===== src/rtl/hbus_pkg.sv =====
package hbus_pkg;

    localparam int HB_HALF_W = 16;
    localparam int HB_WORD_W = 2 * HB_HALF_W;
    localparam int HB_BYTES  = HB_WORD_W / 8;
    localparam int HB_MODE_W = 3;

    typedef enum logic [2:0] {
        ST_IDLE,
        ST_FETCH,
        ST_WRITE,
        ST_SERVE,
        ST_HOLD
    } hb_state_e;

    typedef enum logic [1:0] {
        STY_NONE,
        STY_STRB,
        STY_SPLIT
    } hb_style_e;

    // Map the mode strap onto a bus style
    function automatic hb_style_e style_of(input logic [HB_MODE_W-1:0] m);
        hb_style_e s;
        case (m)
            3'b000:  s = STY_STRB;
            3'b001:  s = STY_STRB;
            3'b010:  s = STY_SPLIT;
            default: s = STY_NONE;
        endcase
        return s;
    endfunction

    function automatic logic wait_used(input logic [HB_MODE_W-1:0] m);
        return (m == 3'b000) || (m == 3'b010);
    endfunction

    // Reverse byte order of a full word
    function automatic logic [HB_WORD_W-1:0] byte_rev(input logic [HB_WORD_W-1:0] w);
        logic [HB_WORD_W-1:0] r;
        for (int i = 0; i < HB_BYTES; i++) begin
            r[8*i +: 8] = w[8*(HB_BYTES-1-i) +: 8];
        end
        return r;
    endfunction

endpackage


===== src/rtl/hbus_sync.sv =====
module hbus_sync #(
    parameter int             W       = 1,
    parameter int             STAGES  = 2,
    parameter logic [W-1:0]   RST_VAL = '0
) (
    input  logic         clk,
    input  logic         rst_n,
    input  logic [W-1:0] d,
    output logic [W-1:0] q
);

    logic [W-1:0] pipe [STAGES];

    always_ff @(posedge clk or negedge rst_n) begin
        if (!rst_n) begin
            for (int i = 0; i < STAGES; i++) begin
                pipe[i] <= RST_VAL;
            end
        end else begin
            pipe[0] <= d;
            for (int i = 1; i < STAGES; i++) begin
                pipe[i] <= pipe[i-1];
            end
        end
    end

    assign q = pipe[STAGES-1];

endmodule


===== src/rtl/hbus_decode.sv =====
module hbus_decode
    import hbus_pkg::*;
(
    input  logic [HB_MODE_W-1:0] mode,
    input  logic                 cs_io_n_s,
    input  logic                 cs_mem_n_s,
    input  logic                 strb_n_s,
    input  logic                 rnw_s,
    input  logic                 oe_n_s,
    input  logic                 we_n_s,
    output logic                 act,
    output logic                 is_rd
);

    hb_style_e style;
    logic      any_cs;

    assign style  = style_of(mode);
    assign any_cs = !cs_io_n_s || !cs_mem_n_s;

    always_comb begin
        act   = 1'b0;
        is_rd = 1'b0;
        unique case (style)
            STY_STRB: begin
                // strobe style: strobe and register select together
                act   = !strb_n_s && !cs_io_n_s;
                is_rd = rnw_s;
            end
            STY_SPLIT: begin
                act   = any_cs && (!oe_n_s || !we_n_s);
                is_rd = !oe_n_s;
            end
            STY_NONE: begin
                act   = 1'b0;
                is_rd = 1'b0;
            end
            default: begin
                act   = 1'b0;
                is_rd = 1'b0;
            end
        endcase
    end

endmodule


===== src/rtl/hbus_steer.sv =====
module hbus_steer
    import hbus_pkg::*;
(
    input  logic                 swap_en,
    input  logic                 half_sel,
    input  logic [HB_WORD_W-1:0] rd_word,
    input  logic [HB_HALF_W-1:0] stage_lo,
    input  logic [HB_HALF_W-1:0] wr_hi,
    output logic [HB_HALF_W-1:0] dout,
    output logic [HB_WORD_W-1:0] wword
);

    logic [HB_WORD_W-1:0] host_rd;
    logic [HB_WORD_W-1:0] host_wr;

    assign host_rd = swap_en ? byte_rev(rd_word) : rd_word;
    assign dout    = half_sel ? host_rd[HB_WORD_W-1:HB_HALF_W] : host_rd[HB_HALF_W-1:0];
    assign host_wr = {wr_hi, stage_lo};
    assign wword   = swap_en ? byte_rev(host_wr) : host_wr;

endmodule


===== src/rtl/hbus_slave.sv =====
module hbus_slave
    import hbus_pkg::*;
#(
    parameter int ADDR_W    = 9,
    parameter int SYNC_STGS = 2
) (
    input  logic                 clk,
    input  logic                 rst_n,
    input  logic [2:0]           mode,
    input  logic                 swap_en,
    input  logic                 hst_cs_io_n,
    input  logic                 hst_cs_mem_n,
    input  logic                 hst_strb_n,
    input  logic                 hst_rnw,
    input  logic                 hst_oe_n,
    input  logic                 hst_we_n,
    input  logic [ADDR_W-1:0]    hst_addr,
    input  logic                 hst_half,
    input  logic [15:0]          hst_din,
    output logic [15:0]          hst_dout,
    output logic                 hst_dout_oe,
    output logic                 hst_wait,
    output logic                 hst_wait_oe,
    output logic                 hst_irq,
    input  logic                 irq_pend,
    output logic                 mem_req,
    output logic                 mem_we,
    output logic [ADDR_W-1:0]    mem_addr,
    output logic [31:0]          mem_wdata,
    input  logic                 mem_ack,
    input  logic [31:0]          mem_rdata
);

    localparam int NCTL = 6;

    logic [NCTL-1:0] ctl_raw, ctl_s;
    logic            cs_io_n_s, cs_mem_n_s, strb_n_s, rnw_s, oe_n_s, we_n_s;
    logic            act_s, rd_s, act_d, start;

    hb_state_e       state, state_nx;
    logic [ADDR_W-1:0]    addr_q;
    logic                 half_q;
    logic [HB_WORD_W-1:0] rd_word_q;
    logic [HB_HALF_W-1:0] stage_lo_q, wr_hi_q;
    logic                 irq_q;
    logic [HB_WORD_W-1:0] wword;
    logic [HB_HALF_W-1:0] dout;
    logic                 mode_ok;

    assign ctl_raw = {hst_cs_io_n, hst_cs_mem_n, hst_strb_n, hst_rnw, hst_oe_n, hst_we_n};

    hbus_sync #(
        .W       (NCTL),
        .STAGES  (SYNC_STGS),
        .RST_VAL ({NCTL{1'b1}})
    ) u_sync (
        .clk   (clk),
        .rst_n (rst_n),
        .d     (ctl_raw),
        .q     (ctl_s)
    );

    assign {cs_io_n_s, cs_mem_n_s, strb_n_s, rnw_s, oe_n_s, we_n_s} = ctl_s;

    hbus_decode u_dec (
        .mode       (mode),
        .cs_io_n_s  (cs_io_n_s),
        .cs_mem_n_s (cs_mem_n_s),
        .strb_n_s   (strb_n_s),
        .rnw_s      (rnw_s),
        .oe_n_s     (oe_n_s),
        .we_n_s     (we_n_s),
        .act        (act_s),
        .is_rd      (rd_s)
    );

    hbus_steer u_steer (
        .swap_en  (swap_en),
        .half_sel (half_q),
        .rd_word  (rd_word_q),
        .stage_lo (stage_lo_q),
        .wr_hi    (wr_hi_q),
        .dout     (dout),
        .wword    (wword)
    );

    assign start   = act_s && !act_d;
    assign mode_ok = (style_of(mode) != STY_NONE);

    // Next-state logic
    always_comb begin
        state_nx = state;
        unique case (state)
            ST_IDLE: begin
                if (start) begin
                    if (rd_s) state_nx = hst_half ? ST_SERVE : ST_FETCH;
                    else      state_nx = hst_half ? ST_WRITE : ST_HOLD;
                end
            end
            ST_FETCH: if (mem_ack) state_nx = ST_SERVE;
            ST_WRITE: if (mem_ack) state_nx = ST_HOLD;
            ST_SERVE: if (!act_s)  state_nx = ST_IDLE;
            ST_HOLD:  if (!act_s)  state_nx = ST_IDLE;
            default:               state_nx = ST_IDLE;
        endcase
    end

    // State register
    always_ff @(posedge clk or negedge rst_n) begin
        if (!rst_n) state <= ST_IDLE;
        else        state <= state_nx;
    end

    // Datapath registers
    always_ff @(posedge clk or negedge rst_n) begin
        if (!rst_n) begin
            act_d      <= 1'b0;
            addr_q     <= '0;
            half_q     <= 1'b0;
            rd_word_q  <= '0;
            stage_lo_q <= '0;
            wr_hi_q    <= '0;
            irq_q      <= 1'b0;
        end else begin
            act_d <= act_s;
            irq_q <= irq_pend;
            if (state == ST_IDLE && start) begin
                addr_q <= hst_addr;
                half_q <= hst_half;
                if (!rd_s) begin
                    if (hst_half) wr_hi_q    <= hst_din;
                    else          stage_lo_q <= hst_din;
                end
            end
            if (state == ST_FETCH && mem_ack) begin
                rd_word_q <= mem_rdata;
            end
        end
    end

    // Outputs
    always_comb begin
        mem_req     = (state == ST_FETCH) || (state == ST_WRITE);
        mem_we      = (state == ST_WRITE);
        mem_addr    = addr_q;
        mem_wdata   = wword;
        hst_dout_oe = (state == ST_SERVE);
        hst_dout    = dout;
        hst_wait    = mem_req && wait_used(mode);
        hst_wait_oe = mem_req && wait_used(mode);
        hst_irq     = irq_q;
    end

    // request and its address and direction held until acknowledge
    assert_req_hold_R11: assert property (@(posedge clk) disable iff (!rst_n)
        mem_req && !mem_ack |=> mem_req && $stable(mem_addr) && $stable(mem_we));

    // mode without wait never enables the wait pin
    assert_nowait_R7: assert property (@(posedge clk) disable iff (!rst_n)
        (mode == 3'b001) |-> !hst_wait_oe);

    // data bus driven only while the synchronised read is qualified or just released
    assert_dout_qual_R8: assert property (@(posedge clk) disable iff (!rst_n)
        hst_dout_oe |-> (act_s || $past(act_s)));

    // undefined mode produces no memory traffic and no bus drive
    assert_badmode_R1: assert property (@(posedge clk) disable iff (!rst_n)
        !mode_ok |-> (!mem_req && !hst_dout_oe));

    // interrupt output tracks the pending input one cycle later
    assert_irq_follow_R9: assert property (@(posedge clk) disable iff (!rst_n)
        rst_n |=> (hst_irq == $past(irq_pend)));

endmodule


===== config.mk =====
export PLATFORM = sky130hd
export DESIGN_NAME = hbus_slave
export DESIGN_NICKNAME = d
export VERILOG_FILES = /design/src/rtl/hbus_pkg.sv /design/src/rtl/hbus_sync.sv /design/src/rtl/hbus_decode.sv /design/src/rtl/hbus_steer.sv /design/src/rtl/hbus_slave.sv
export SDC_FILE = /design/constraint.sdc
export NUM_CORES = 1
export LEC_CHECK = 0
export ABC_AREA = 1
export BUFFER_PORTS_ARGS = -buffer_cell sky130_fd_sc_hd__buf_2
export CORE_MARGIN = 3
export CORE_UTILIZATION = 52
export DETAILED_ROUTE_END_ITERATION = 8
export PLACE_DENSITY = 0.81
export SLEW_MARGIN = 5
export SYNTH_ARGS = -nofsm -noshare
export SYNTH_HDL_FRONTEND = slang
export SYNTH_SLANG_ARGS = --single-unit

===== constraint.sdc =====
create_clock -name clk -period 2 [get_ports clk]
set_input_delay 0.4 -clock clk [delete_from_list [all_inputs] [get_ports clk]]
set_output_delay 0.4 -clock clk [all_outputs]
set_load 0.03 [all_outputs]

# Word level (Yosys, flattened, before mapping)
# Cells that the tools add are included.
word_totals:
  memories: 0
  register_bits: 91
  wordCells: 61
  latch_bits: 0
  ram_bits: 0
  romBits: 0
  input_bits: 72
op_classes:
  n_bitwise: 2
  n_eq_ne: 12
  n_div: 0
  add_sub_neg: 0
  multipliers: 0
  reduce_logical: 23
  muxes: 14
  shifts: 0
  magnitude_cmp: 0
ops:
  columns: ["operator", "n"]
  rows:
  - ["$mux W32", 2]
  - ["$mux W3", 6]
  - ["$mux W16", 1]
  - ["$pmux W3 S4", 1]
  - ["$eq A3 B2 Y1 const B", 3]
  - ["$eq A3 B1 Y1 const B", 2]
  - ["$logic_and A1 B1 Y1", 6]
  - ["$logic_not A1 Y1", 6]
  - ["$logic_not A3 Y1", 2]
  - ["$ne A2 B2 Y1 const B", 3]
  - ["$reduce_and A3 Y1", 2]
  - ["$logic_or A1 B1 Y1", 4]
  - ["$pmux W1 S2", 2]
  - ["$pmux W2 S2", 1]
  - ["$reduce_and A4 Y1", 1]
  - ["$reduce_or A2 Y1", 2]
  - ["$eq A3 B3 Y1 const B", 1]
  - ["$eq A2 B1 Y1 const B", 1]
  - ["$eq A2 B2 Y1 const B", 1]
  - ["$mux W2", 1]
  - ["$ne A2 B1 Y1 const B", 1]
  - ["$not A1 Y1", 2]

# Depth between registers and ports, before layout
# Gate-level depths: netlist of the first run.
logic_depth:
  depth_word: 8
  mapped_depth: 12
  depth_no_buf: 11

# Modules after synthesis
# A second synthesis of the first run with hierarchy kept.
hier_totals:
  cells_unflattened: 621
  hier_area_um2: 4789.6
modules_own_cells:
  columns: ["module", "instances", "cells_per_inst", "area_each_um2"]
  rows:
  - ["hbus_slave", 1, 342, 3244.4]
  - ["hbus_steer", 1, 242, 1087.3]
  - ["hbus_sync", 1, 18, 360.3]
  - ["hbus_decode", 1, 19, 97.6]

# Worst setup path after synthesis of the first run
# OpenSTA, ideal clock, no wires.
synth_timing:
  path_kind: "reg-to-output"
  from: "register state[2]"
  to: "output hst_wait_oe"
  required_time_ps: 1600
  path_slack_ps: -433
  stages_incl_launch_ff: 6
  n_path_buf: 1
  arrival_time_ps: 2033
  path_cell_list: "dfrtp_1 inv_2 nand3_2 nand2_1 nor3b_1 buf_4"
synth_via:
  elab_chain_cells: 3
  elab_cells_between_ends: 4
  classes_between: "eq/ne (2); reduce/logical (2)"
synth_rtl:
  columns: ["item", "line_no", "text"]
  rows:
  - ["start, declared", "hbus_slave.sv:40", "hb_state_e state, state_nx;"]
  - ["start signal, assigned", "hbus_slave.sv:111", "else state <= state_nx;"]
  - ["$eq A3 B1 Y1 or $eq A3 B2 Y1 (tied branches)", "hbus_slave.sv:143", "mem_req = (state == ST_FETCH) || (state == ST_WRITE);"]
  - ["$logic_or A1 B1 Y1 (*)", "hbus_slave.sv:143", null]
  - ["via mem_req", "hbus_slave.sv:26", "output logic mem_req,"]
  - ["$logic_and A1 B1 Y1 (*)", null, null]
  - ["end, declared", "hbus_slave.sv:23", "output logic hst_wait_oe,"]
# Mark *: on every way through the listed nets, which the timed path passes. The rest lies on a longest branch.

# Final worst setup path of the first run
layout_timing:
  from: "register half_q"
  to: "output hst_dout[6]"
layout_via:
  elab_chain_cells: 1
layout_rtl:
  columns: ["item", "line_no", "text"]
  rows:
  - ["start, declared", "hbus_slave.sv:42", "logic half_q;"]
  - ["start signal, assigned", "hbus_slave.sv:129", "half_q <= hst_half;"]
  - ["$mux W16", "hbus_steer.sv:17", "assign dout = half_sel ? host_rd[HB_WORD_W-1:HB_HALF_W] : host_rd[HB_HALF_W-1:0];"]
  - ["end, declared", "hbus_slave.sv:20", "output logic [15:0] hst_dout,"]
# Every way passes these cells.

==> summary.txt, run 1 <==
area share of the largest cell type after synthesis = 43.5%
gr usage total = 21.8%
minimum clock period = 2020 ps
worst hold start = hst_oe_n
worst-path fanout max = 16
Pre-antenna DRT Iters = 4
Crit-path slowest cell = dfrtp_2
Setup TNS = -24.4 ps
Power Density = 1480 nW/um2
DRT antenna net count = 0
Root Buffer = clkbuf_8
Slew Limit Fails = 0
Max Buffers Root-to-Sink = 2
pin count of the biggest net entering global routing = 77
R2R Path End = rd_word_q[16]$_DFFE_PN0P_
Cells on Worst Hold Path = 1
R2R Path Start = state[2]$_DFFE_PN0P_
R2R depth = 5
Leak = 2.86 nW
family with the most delay on the worst path = flip-flops
PortBufs = 134
DRC = 0
final layout net count = 697
register area = 2290 um2
Max Fclk = 494 MHz
fillcell total = 687
total gr overflow = 0
core area = 8340 um2
Worst EP arrival = 1620 ps
TritonCTS clock tree = done
starting DRC count in detailed routing = 144
Post-synth top flop = dfrtp_1
number of enable flip-flop cells after synthesis = 0
Syn Std Cell Area = 4550 um2
Worst Hold Endpoint = u_sync.pipe[7]$_DFF_PN1_
vias in the first global route = 3,848
Worst Setup End Kind = output pin
Worst Skew = 7.85 ps
vias per std cell = 5.30
reg2reg setup slack = 500 ps
ys async rst share = 100%
clock sink count = 91
Avg Inst Size Synth = 9.38 um2
area of the multi-input gates = 1900 um2
status = complete, but fails checks
synthesized instance count = 485
clk slew on worst S/H paths = 80 ps
maximum vdd drop = 0.719 mV
synthesis-to-layout area growth = 24.8%
worst path cell trace = buf_6 -> o21ai_0 -> o22ai_1 -> buf_2
width of the die = 99.5 um
H-tree levels = 3
Worst Tran Pin Value = 418 ps
top post-synthesis cells by area = dfrtp_1, nand2_1, o21ai_0, dfstp_2, mux2_2
Max-Cap Viols = 0
die area = 9910 um2
first-pass GRT wire length = 17,500 um
via count = 3,878
Routed WL = 10,700 um
final setup fails = 1
period utilization = 101%
startpoint class of the critical path = register
# IOs = 135
unrepaired setup endpoints after global routing = true
Max stage delay on crit path = 480 ps
WP buf/inv = 2
synthesis-stage register bit count = 91
initial antenna violation count = 0
Post-Syn Nets = 559
Initial Util = 54.5%
site row count = 33
CTS Buf Count = 9
diode count = 0
critical path class = reg2out
Yosys warning count = 0
synth cell count leaders = nand2_1, dfrtp_1, o21ai_0
violations in the final reports = negative setup slack
Worst Hold Class = in2reg
Seq/Total Area, Yosys = 50.4%
Yosys cell types = 32
Place WS = -150 ps
Die Y = 99.5 um
layout cell share with drive strength beyond 1 = 42.4%
required time of the critical path = 1600 ps
Final WS setup = -24.4 ps
Final Hold Fails = 0
GPL Wtd Cong = 0.879
wire per inst = 14.6 um
Detail Placement HPWL = 7570 um
relative max-transition margin = 72.1%
Yosys top cell by area = dfrtp_1
Worst-Skew Late Latency = 350 ps
top-count cell post-synth = nand2_1
[stage by stage]
stage | total power, mW | util (%) | area (um2) | instances | hold WS [ps]
detailed placement | 6.83 | 64.3 | 5370 | 713 | 347
global placement | 6.67 | 64.3 | 5370 | 713 | 345
global route | 8.96 | 68.1 | 5680 | 732 | 133
finish | 8.42 | 68.1 | 5680 | 732 | 151
CTS | 8.31 | 67.3 | 5620 | 729 | 136
floorplan | 5.72 | - | 4560 | 485 | 104
[sequential cells by signal (all words and copies together), names as in the netlist]
name	count
state	3
hst_irq	1
wr_hi_q	16
rd_word_q	32
act_d	1
mem_addr	9
u_sync.pipe	6
u_sync.q	6
half_q	1
stage_lo_q	16
[final cells by class]
class	instances	share of cell area [%]
Clock inverter	5	1.81
Tap cell	105	2.31
Sequential cell	91	40.4
Clock buffer	10	2.25
Timing Repair Buffer	152	16.3
Inverter	47	3.26
Multi-Input combinational cell	320	33.4
Timing Repair inverter	2	0.220
[power by group]
part,leakage (nW),internal (mW),switching [mW],total [mW]
Clock,0.112,0.822,0.616,1.44
Sequential,1.05,2.56,0.497,3.06
Combinational,1.70,1.46,2.46,3.92
[kinds of logic (layout without fill, tap and decap cells)]
family	Yosys count	after routing	synth area share (%)
adders and majority gates	2	2	0.550
AOI/OAI and AO/OA	114	114	14.7
muxes	32	32	8.75
and+or+nand+nor	172	172	17.1
DFF	91	91	50.4
buffers and inverters	74	216	8.47
[cell usage in the layout, fill, tap and decap left out, drive strengths merged]
cell type,count
bufinv,3
buf,151
clkinvlp,4
clkbuf,10
nand4,4
nor3b,1
nor2,40
mux2,32
dfrtp,79
nand3,7
nor3,1
and2,1
inv,46
a21oi,1
o21ai,96
nand2,118
dfstp,12
o22ai,17
clkinv,1
dlygate4sd3,1
ha,2
[worst max path at each step]
stage	start	to	slack, ps	cells past startpoint
after floorplan	state[2]$_DFFE_PN0P_	hst_wait_oe	30	5
after global routing	half_q$_DFFE_PN0P_	hst_dout[6]	-70	4
after CTS	state[2]$_DFFE_PN0P_	hst_wait	10	5
final	half_q$_DFFE_PN0P_	hst_dout[6]	-20	4
after detailed placement	mode[0]	stage_lo_q[15]$_DFFE_PN0P_	-150	10
after global placement	mode[0]	half_q$_DFFE_PN0P_	-100	9
[metal layers]
layer	track usage (%)	vias to the layer above	routed length, um
met5	0	-	0
met4	7.67	0	250
met3	4.35	26	623
met2	37.3	131	5440
met1	27.6	1866	4400
li1	-	1855	-
[repair_timing]
action                                  4_1_cts  5_1_grt
cloned                                        0        2
hold endpoints to repair                     21        0
hold buffers                                  1        0
buffers inserted                              0        1
resized for setup                             4       19
endpoints found under the setup margin       18       14
Power figures use the tool's default switching activity.
==> run 2, diff against run 1 <==
Settings changed: GPL_ROUTABILITY_DRIVEN set to 0, SETUP_SLACK_MARGIN set to 0.4.
==> run 2 against run 1 <==
Against the previous run:
- the run now ends clean
- clock skew rose by 3.5 ps
- flip-flop and latch count did not move
- clock power fell by 9.7%
- combinational power rose by 40%
- critical path depth rose by 2
- total power rose by 18%
- routed wire length rose by 30%
- first-iteration DRC count rose by 74%
- critical endpoint is now hst_dout[10]
- largest cell class is now multi-input combinational cells
==> summary.txt, run 2 (synthesized netlist as in run 1, its figures left out) <==
Worst Tran Pin Value = 484 ps (was 418 ps)
synthesis-to-layout area growth = 49.7% (was 24.8%)
reg2reg setup slack = 120 ps (was 500 ps)
clock sink count = 91 (unchanged)
DRT antenna net count = 0 (unchanged)
Pre-antenna DRT Iters = 7 (was 4)
Max Fclk = 515 MHz (was 494 MHz)
minimum clock period = 1940 ps (was 2020 ps)
Initial Util = 54.5% (unchanged)
TritonCTS clock tree = done (unchanged)
Worst Hold Endpoint = u_sync.pipe[6]$_DFF_PN1_ (was u_sync.pipe[7]$_DFF_PN1_)
pin count of the biggest net entering global routing = 47 (was 77)
Worst Hold Class = in2reg (unchanged)
number of flip-flops in the largest register = 32 (unchanged)
Die Y = 99.5 um (unchanged)
period utilization = 97.1% (was 101%)
vias per std cell = 5.61 (was 5.30)
initial antenna violation count = 2 (was 0)
vias in the first global route = 4,058 (was 3,848)
biggest regs = rd_word_q (32), stage_lo_q (16), wr_hi_q (16) (unchanged)
die area = 9910 um2 (unchanged)
P_int = 5.62 mW (was 4.84 mW)
area of the multi-input gates = 2430 um2 (was 1900 um2)
Largest Register = rd_word_q (unchanged)
layout cell share with drive strength beyond 1 = 59.8% (was 42.4%)
core area = 8340 um2 (unchanged)
Max Buffers Root-to-Sink = 2 (unchanged)
Slew Limit Fails = 0 (unchanged)
clk slew on worst S/H paths = 90 ps (was 80 ps)
Cells on Worst Hold Path = 1 (unchanged)
Detail Placement HPWL = 8090 um (was 7570 um)
Worst-Skew Late Latency = 350 ps (about the same)
Routed WL = 13,900 um (was 10,700 um)
worst-path fanout max = 4 (was 16)
Worst EP arrival = 1540 ps (was 1620 ps)
site row count = 33 (unchanged)
wire per inst = 18.3 um (was 14.6 um)
startpoint class of the critical path = register (unchanged)
combinational share of power = 55.2% (was 46.6%)
Setup TNS = 0 ps (was -24.4 ps)
fin util = 81.7% (was 68.1%)
final layout net count = 723 (was 697)
most common cell after layout, fill and taps aside = buf_2 (unchanged)
Root Buffer = clkbuf_8 (unchanged)
R2R Path Start = state[1]$_DFFE_PN0P_ (was state[2]$_DFFE_PN0P_)
switching share of power = 43.4% (was 42.5%)
H-tree levels = 3 (unchanged)
critical path class = reg2out (unchanged)
status = finished clean (was complete, but fails checks)
# IOs = 135 (unchanged)
final setup fails = 0 (was 1)
PortBufs = 134 (unchanged)
register area = 2300 um2 (was 2290 um2)
first-pass GRT wire length = 19,700 um (was 17,500 um)
DRC = 0 (unchanged)
Max-Cap Viols = 0 (unchanged)
width of the die = 99.5 um (unchanged)
required time of the critical path = 1600 ps (about the same)
Leak = 3.34 nW (was 2.86 nW)
maximum vdd drop = 0.992 mV (was 0.719 mV)
starting DRC count in detailed routing = 251 (was 144)
switching pwr = 4.31 mW (was 3.58 mW)
unrepaired setup endpoints after global routing = true (unchanged)
Sequential Power Share = 31.7% (was 36.3%)
Final WS setup = 57.4 ps (was -24.4 ps)
Power Density = 1460 nW/um2 (was 1480 nW/um2)
Final Hold Fails = 0 (unchanged)
Worst Setup End Kind = output pin (unchanged)
relative max-transition margin = 67.4% (was 72.1%)
fillcell total = 476 (was 687)
clock power share = 13.1% (was 17.1%)
Place WS = 28.5 ps (was -150 ps)
R2R depth = 11 (was 5)
total gr overflow = 0 (unchanged)
R2R Path End = stage_lo_q[4]$_DFFE_PN0P_ (was rd_word_q[16]$_DFFE_PN0P_)
Pwr Total = 9.93 mW (was 8.42 mW)
CTS Buf Count = 9 (unchanged)
commonest non-fill, non-tap cells in the layout = buf_2, nand2_1, dfrtp_1 (unchanged)
worst hold start = hst_we_n (was hst_oe_n)
via count = 4,267 (was 3,878)
Worst Skew = 11.3 ps (was 7.85 ps)
final hold slack = 134 ps (was 151 ps)
gr usage total = 24.9% (was 21.8%)
==> run 2: changes by cell type in the layout (fill, tap and decap cells not counted), sizes merged <==
cell	previous run	this run
buf	151	159
bufinv	3	0
clkbuf	10	33
clkinvlp	4	1
diode	0	1
inv	46	48
==> run 2: stage by stage <==
step,std cells,area (um2)
after detailed placement,707,5600
final,760,6810
after floorplan,485,4920
after global placement,707,5600
after global routing,760,6810
after CTS,736,6180
==> run 2: worst max-delay path by stage <==
stage	to	slack (ps)	from	depth (start not counted)
2_1_floorplan	hst_wait_oe	230	state[2]$_DFFE_PN0P_	5
3_3_place_gp	wr_hi_q[0]$_DFFE_PN0P_	110	mode[0]	9
3_5_place_dp	wr_hi_q[3]$_DFFE_PN0P_	30	mode[0]	10
4_1_cts	hst_wait	120	state[2]$_DFFE_PN0P_	5
5_1_grt	hst_dout[10]	7	half_q$_DFFE_PN0P_	6
6_report	hst_dout[10]	60	half_q$_DFFE_PN0P_	6
==> run 2: what timing repair did <==
action / in CTS / in global routing
resized for setup: 83 / 97
buffers inserted: 11 / 12
cloned: 1 / 11
endpoints found under the setup margin: 53 / 114
pin swaps: 9 / 17
hold endpoints to repair: 13 / 0
hold buffers: 1 / 0
==> run 2: cell type report <==
| cell class | instances | share of cell area, % |
|---|---|---|
| clock buffers | 13 | 2.81 |
| inverters | 47 | 2.87 |
| multi-input cells | 320 | 35.7 |
| well taps | 105 | 1.93 |
| diodes | 1 | 0.0367 |
| repair buffers | 180 | 22.5 |
| clock inverters | 3 | 0.349 |
| flip-flops and latches | 91 | 33.7 |
==> run 2: worst max-delay path, cell delays in order (launching register included) <==
cell	delay (ps)
dfrtp_2	450
clkinvlp_4	170
buf_4	160
buf_4	130
o21ai_4	60
o22ai_4	80
buf_6	150
==> run 2: power groups by stage <==
stage	Combinational, mW	Clock [mW]	Sequential [mW]
after floorplan	3.13	0	3.10
after global placement	4.07	0	3.03
after detailed placement	4.21	0	3.08
after CTS	4.84	1.32	3.09
after global routing	5.81	1.40	3.23
final	5.49	1.30	3.15
==> run 2: routing by layer <==
| layer | GRT usage (%) | part of all wire [%] | up-vias |
|---|---|---|---|
| met5 | 0 | 0.13 | - |
| met4 | 9.56 | 3.6 | 2 |
| met3 | 5.68 | 7.3 | 50 |
| met2 | 43.1 | 52 | 219 |
| met1 | 30.2 | 37 | 2078 |
| li1 | - | - | 1918 |
==> run 3, diff against run 2 <==
Settings changed: CORE_UTILIZATION 52 to 35, PLACE_DENSITY 0.81 to 0.59.
==> run 3 against run 2 <==
Against the previous run:
- largest power group unchanged
- flip-flop and latch count unchanged
- total power is 6.3% higher
- clock skew fell by 5.2 ps
- critical path depth decreased by 1
- largest cell class unchanged
- sequential power about the same
- utilization down 23 points
- worst setup slack gained 18 ps
==> summary.txt, run 3 (synthesized netlist as in run 1, its figures left out) <==
status = finished clean (unchanged)
pin count of the biggest net entering global routing = 50 (was 47)
Die Y = 120 um (was 99.5 um)
number of flip-flops in the largest register = 32 (unchanged)
register area = 2300 um2 (about the same)
Routed WL = 13,900 um (about the same)
maximum vdd drop = 0.752 mV (was 0.992 mV)
biggest regs = rd_word_q (32), stage_lo_q (16), wr_hi_q (16) (unchanged)
total gr overflow = 0 (unchanged)
Sequential Power Share = 29.6% (was 31.7%)
diode count = 0 (was 1)
vias per std cell = 4.93 (was 5.61)
vias in the first global route = 3,909 (was 4,058)
Setup TNS = 0 ps (unchanged)
switching share of power = 41.5% (was 43.4%)
met1 wire length = 5990 um (was 5120 um)
reg2reg setup slack = 270 ps (was 120 ps)
Worst Tran Pin Value = 371 ps (was 484 ps)
Leak = 3.66 nW (was 3.34 nW)
final layout net count = 737 (was 723)
Worst Setup End Kind = output pin (unchanged)
fillcell total = 1,035 (was 476)
gr usage total = 17.3% (was 24.9%)
synthesis-to-layout area growth = 62.8% (was 49.7%)
Worst Skew = 6.13 ps (was 11.3 ps)
via count = 4,136 (was 4,267)
Placed Cells = 777 (was 707)
core area = 12,700 um2 (was 8340 um2)
Post-Layout Cell Count = 839 (was 760)
Worst-Skew Late Latency = 340 ps (was 350 ps)
Max Fclk = 519 MHz (was 515 MHz)
Worst Hold Class = in2reg (unchanged)
site row count = 41 (was 33)
Root Buffer = clkbuf_16 (was clkbuf_8)
critical path class = reg2out (unchanged)
DRT antenna net count = 0 (unchanged)
first-pass GRT wire length = 19,500 um (was 19,700 um)
Max-Cap Viols = 0 (unchanged)
initial antenna violation count = 1 (was 2)
fin area = 7410 um2 (was 6810 um2)
minimum clock period = 1930 ps (was 1940 ps)
final setup fails = 0 (unchanged)
Final Hold Fails = 0 (unchanged)
PortBufs = 134 (unchanged)
Max Used Layer = met5 (unchanged)
die area = 14,400 um2 (was 9910 um2)
starting DRC count in detailed routing = 203 (was 251)
most common cell after layout, fill and taps aside = buf_2 (unchanged)
switching pwr = 4.37 mW (was 4.31 mW)
worst-path fanout max = 8 (was 4)
CTS Buf Count = 9 (unchanged)
Detail Placement HPWL = 8180 um (was 8090 um)
Worst EP arrival = 1530 ps (was 1540 ps)
clock sink count = 91 (unchanged)
H-tree levels = 3 (unchanged)
Max Buffers Root-to-Sink = 2 (unchanged)
DRC = 0 (unchanged)
combinational share of power = 54.4% (was 55.2%)
Initial Util = 35.9% (was 54.5%)
clk slew on worst S/H paths = 60 ps (was 90 ps)
P_int = 6.18 mW (was 5.62 mW)
Slew Limit Fails = 0 (unchanged)
Placed Area = 5730 um2 (was 5600 um2)
required time of the critical path = 1600 ps (about the same)
metal3 WL = 905 um (was 1010 um)
Pre-antenna DRT Iters = 4 (was 7)
# IOs = 135 (unchanged)
unrepaired setup endpoints after global routing = true (unchanged)
wire per inst = 16.6 um (was 18.3 um)
area of the multi-input gates = 2630 um2 (was 2430 um2)
clock power share = 15.9% (was 13.1%)
Power Density = 1420 nW/um2 (was 1460 nW/um2)
metal2 WL = 6750 um (was 7250 um)
Largest Register = rd_word_q (unchanged)
width of the die = 120 um (was 99.5 um)
layout cell share with drive strength beyond 1 = 63.3% (was 59.8%)
TritonCTS clock tree = done (unchanged)
relative max-transition margin = 75.3% (was 67.4%)
period utilization = 96.3% (was 97.1%)
startpoint class of the critical path = register (unchanged)
commonest non-fill, non-tap cells in the layout = buf_2, dfrtp_1, o21ai_2 (was buf_2, nand2_1, dfrtp_1)
-- run 3: critical path, stage by stage, from the launching register on --
cell and delay [ps]:
dfrtp_2 460, buf_6 140, clkinvlp_4 150, o21ai_1 100, o22ai_2 160, buf_6 160
-- run 3: metrics by stage --
step	utilization (%)	setup slack (ps)	total power [mW]	hold slack (ps)
finish	58.5	74.9	10.6	153
global route	58.5	25.8	11.1	143
CTS	52.3	142	9.96	139
detailed placement	45.3	27.8	7.31	276
global placement	45.3	78.8	7.21	272
floorplan	-	228	6.23	104
-- run 3: cell type report --
cell class | instances | share of cell area [%]
repair buffers | 191 | 23.5
flip-flops and latches | 91 | 31.0
inverters | 47 | 2.57
multi-input cells | 320 | 35.5
clock buffers | 14 | 3.97
clock inverters | 1 | 0.0676
well taps | 172 | 2.90
repair inverters | 3 | 0.422
-- run 3: worst paths after layout --
path / to / cells past startpoint / start
max in group asynchronous: u_sync.q[1]$_DFF_PN1_ / 3 / rst_n
min in group asynchronous: stage_lo_q[13]$_DFFE_PN0P_ / 2 / rst_n
hold / removal: u_sync.pipe[11]$_DFF_PN1_ / 1 / hst_cs_io_n
hold reg to reg: u_sync.q[3]$_DFF_PN1_ / 0 / u_sync.pipe[9]$_DFF_PN1_
setup reg to reg: rd_word_q[3]$_DFFE_PN0P_ / 8 / state[2]$_DFFE_PN0P_
setup / recovery: hst_dout[14] / 5 / half_q$_DFFE_PN0P_
-- run 3: power by group through the flow --
stage / clock (mW) / combinational (mW) / sequential (mW)
finish: 1.68 / 5.74 / 3.13
global route: 1.80 / 6.09 / 3.21
CTS: 1.73 / 5.17 / 3.06
detailed placement: 0 / 4.26 / 3.05
global placement: 0 / 4.17 / 3.04
floorplan: 0 / 3.13 / 3.10
-- run 3: metal layers --
metal	vias to the layer above	GRT usage (%)
li1	1948	-
met1	2035	23.4
met2	127	26.1
met3	24	4.57
met4	2	7.52
met5	-	0
-- run 3: timing repair --
| item | CTS | global route |
|---|---|---|
| cloned | 6 | 10 |
| setup endpoints to repair | 55 | 130 |
| hold endpoints to repair | 13 | 0 |
| setup buffers | 17 | 13 |
| pin swaps | 14 | 23 |
| resized for setup | 114 | 133 |
| hold buffers | 1 | 0 |
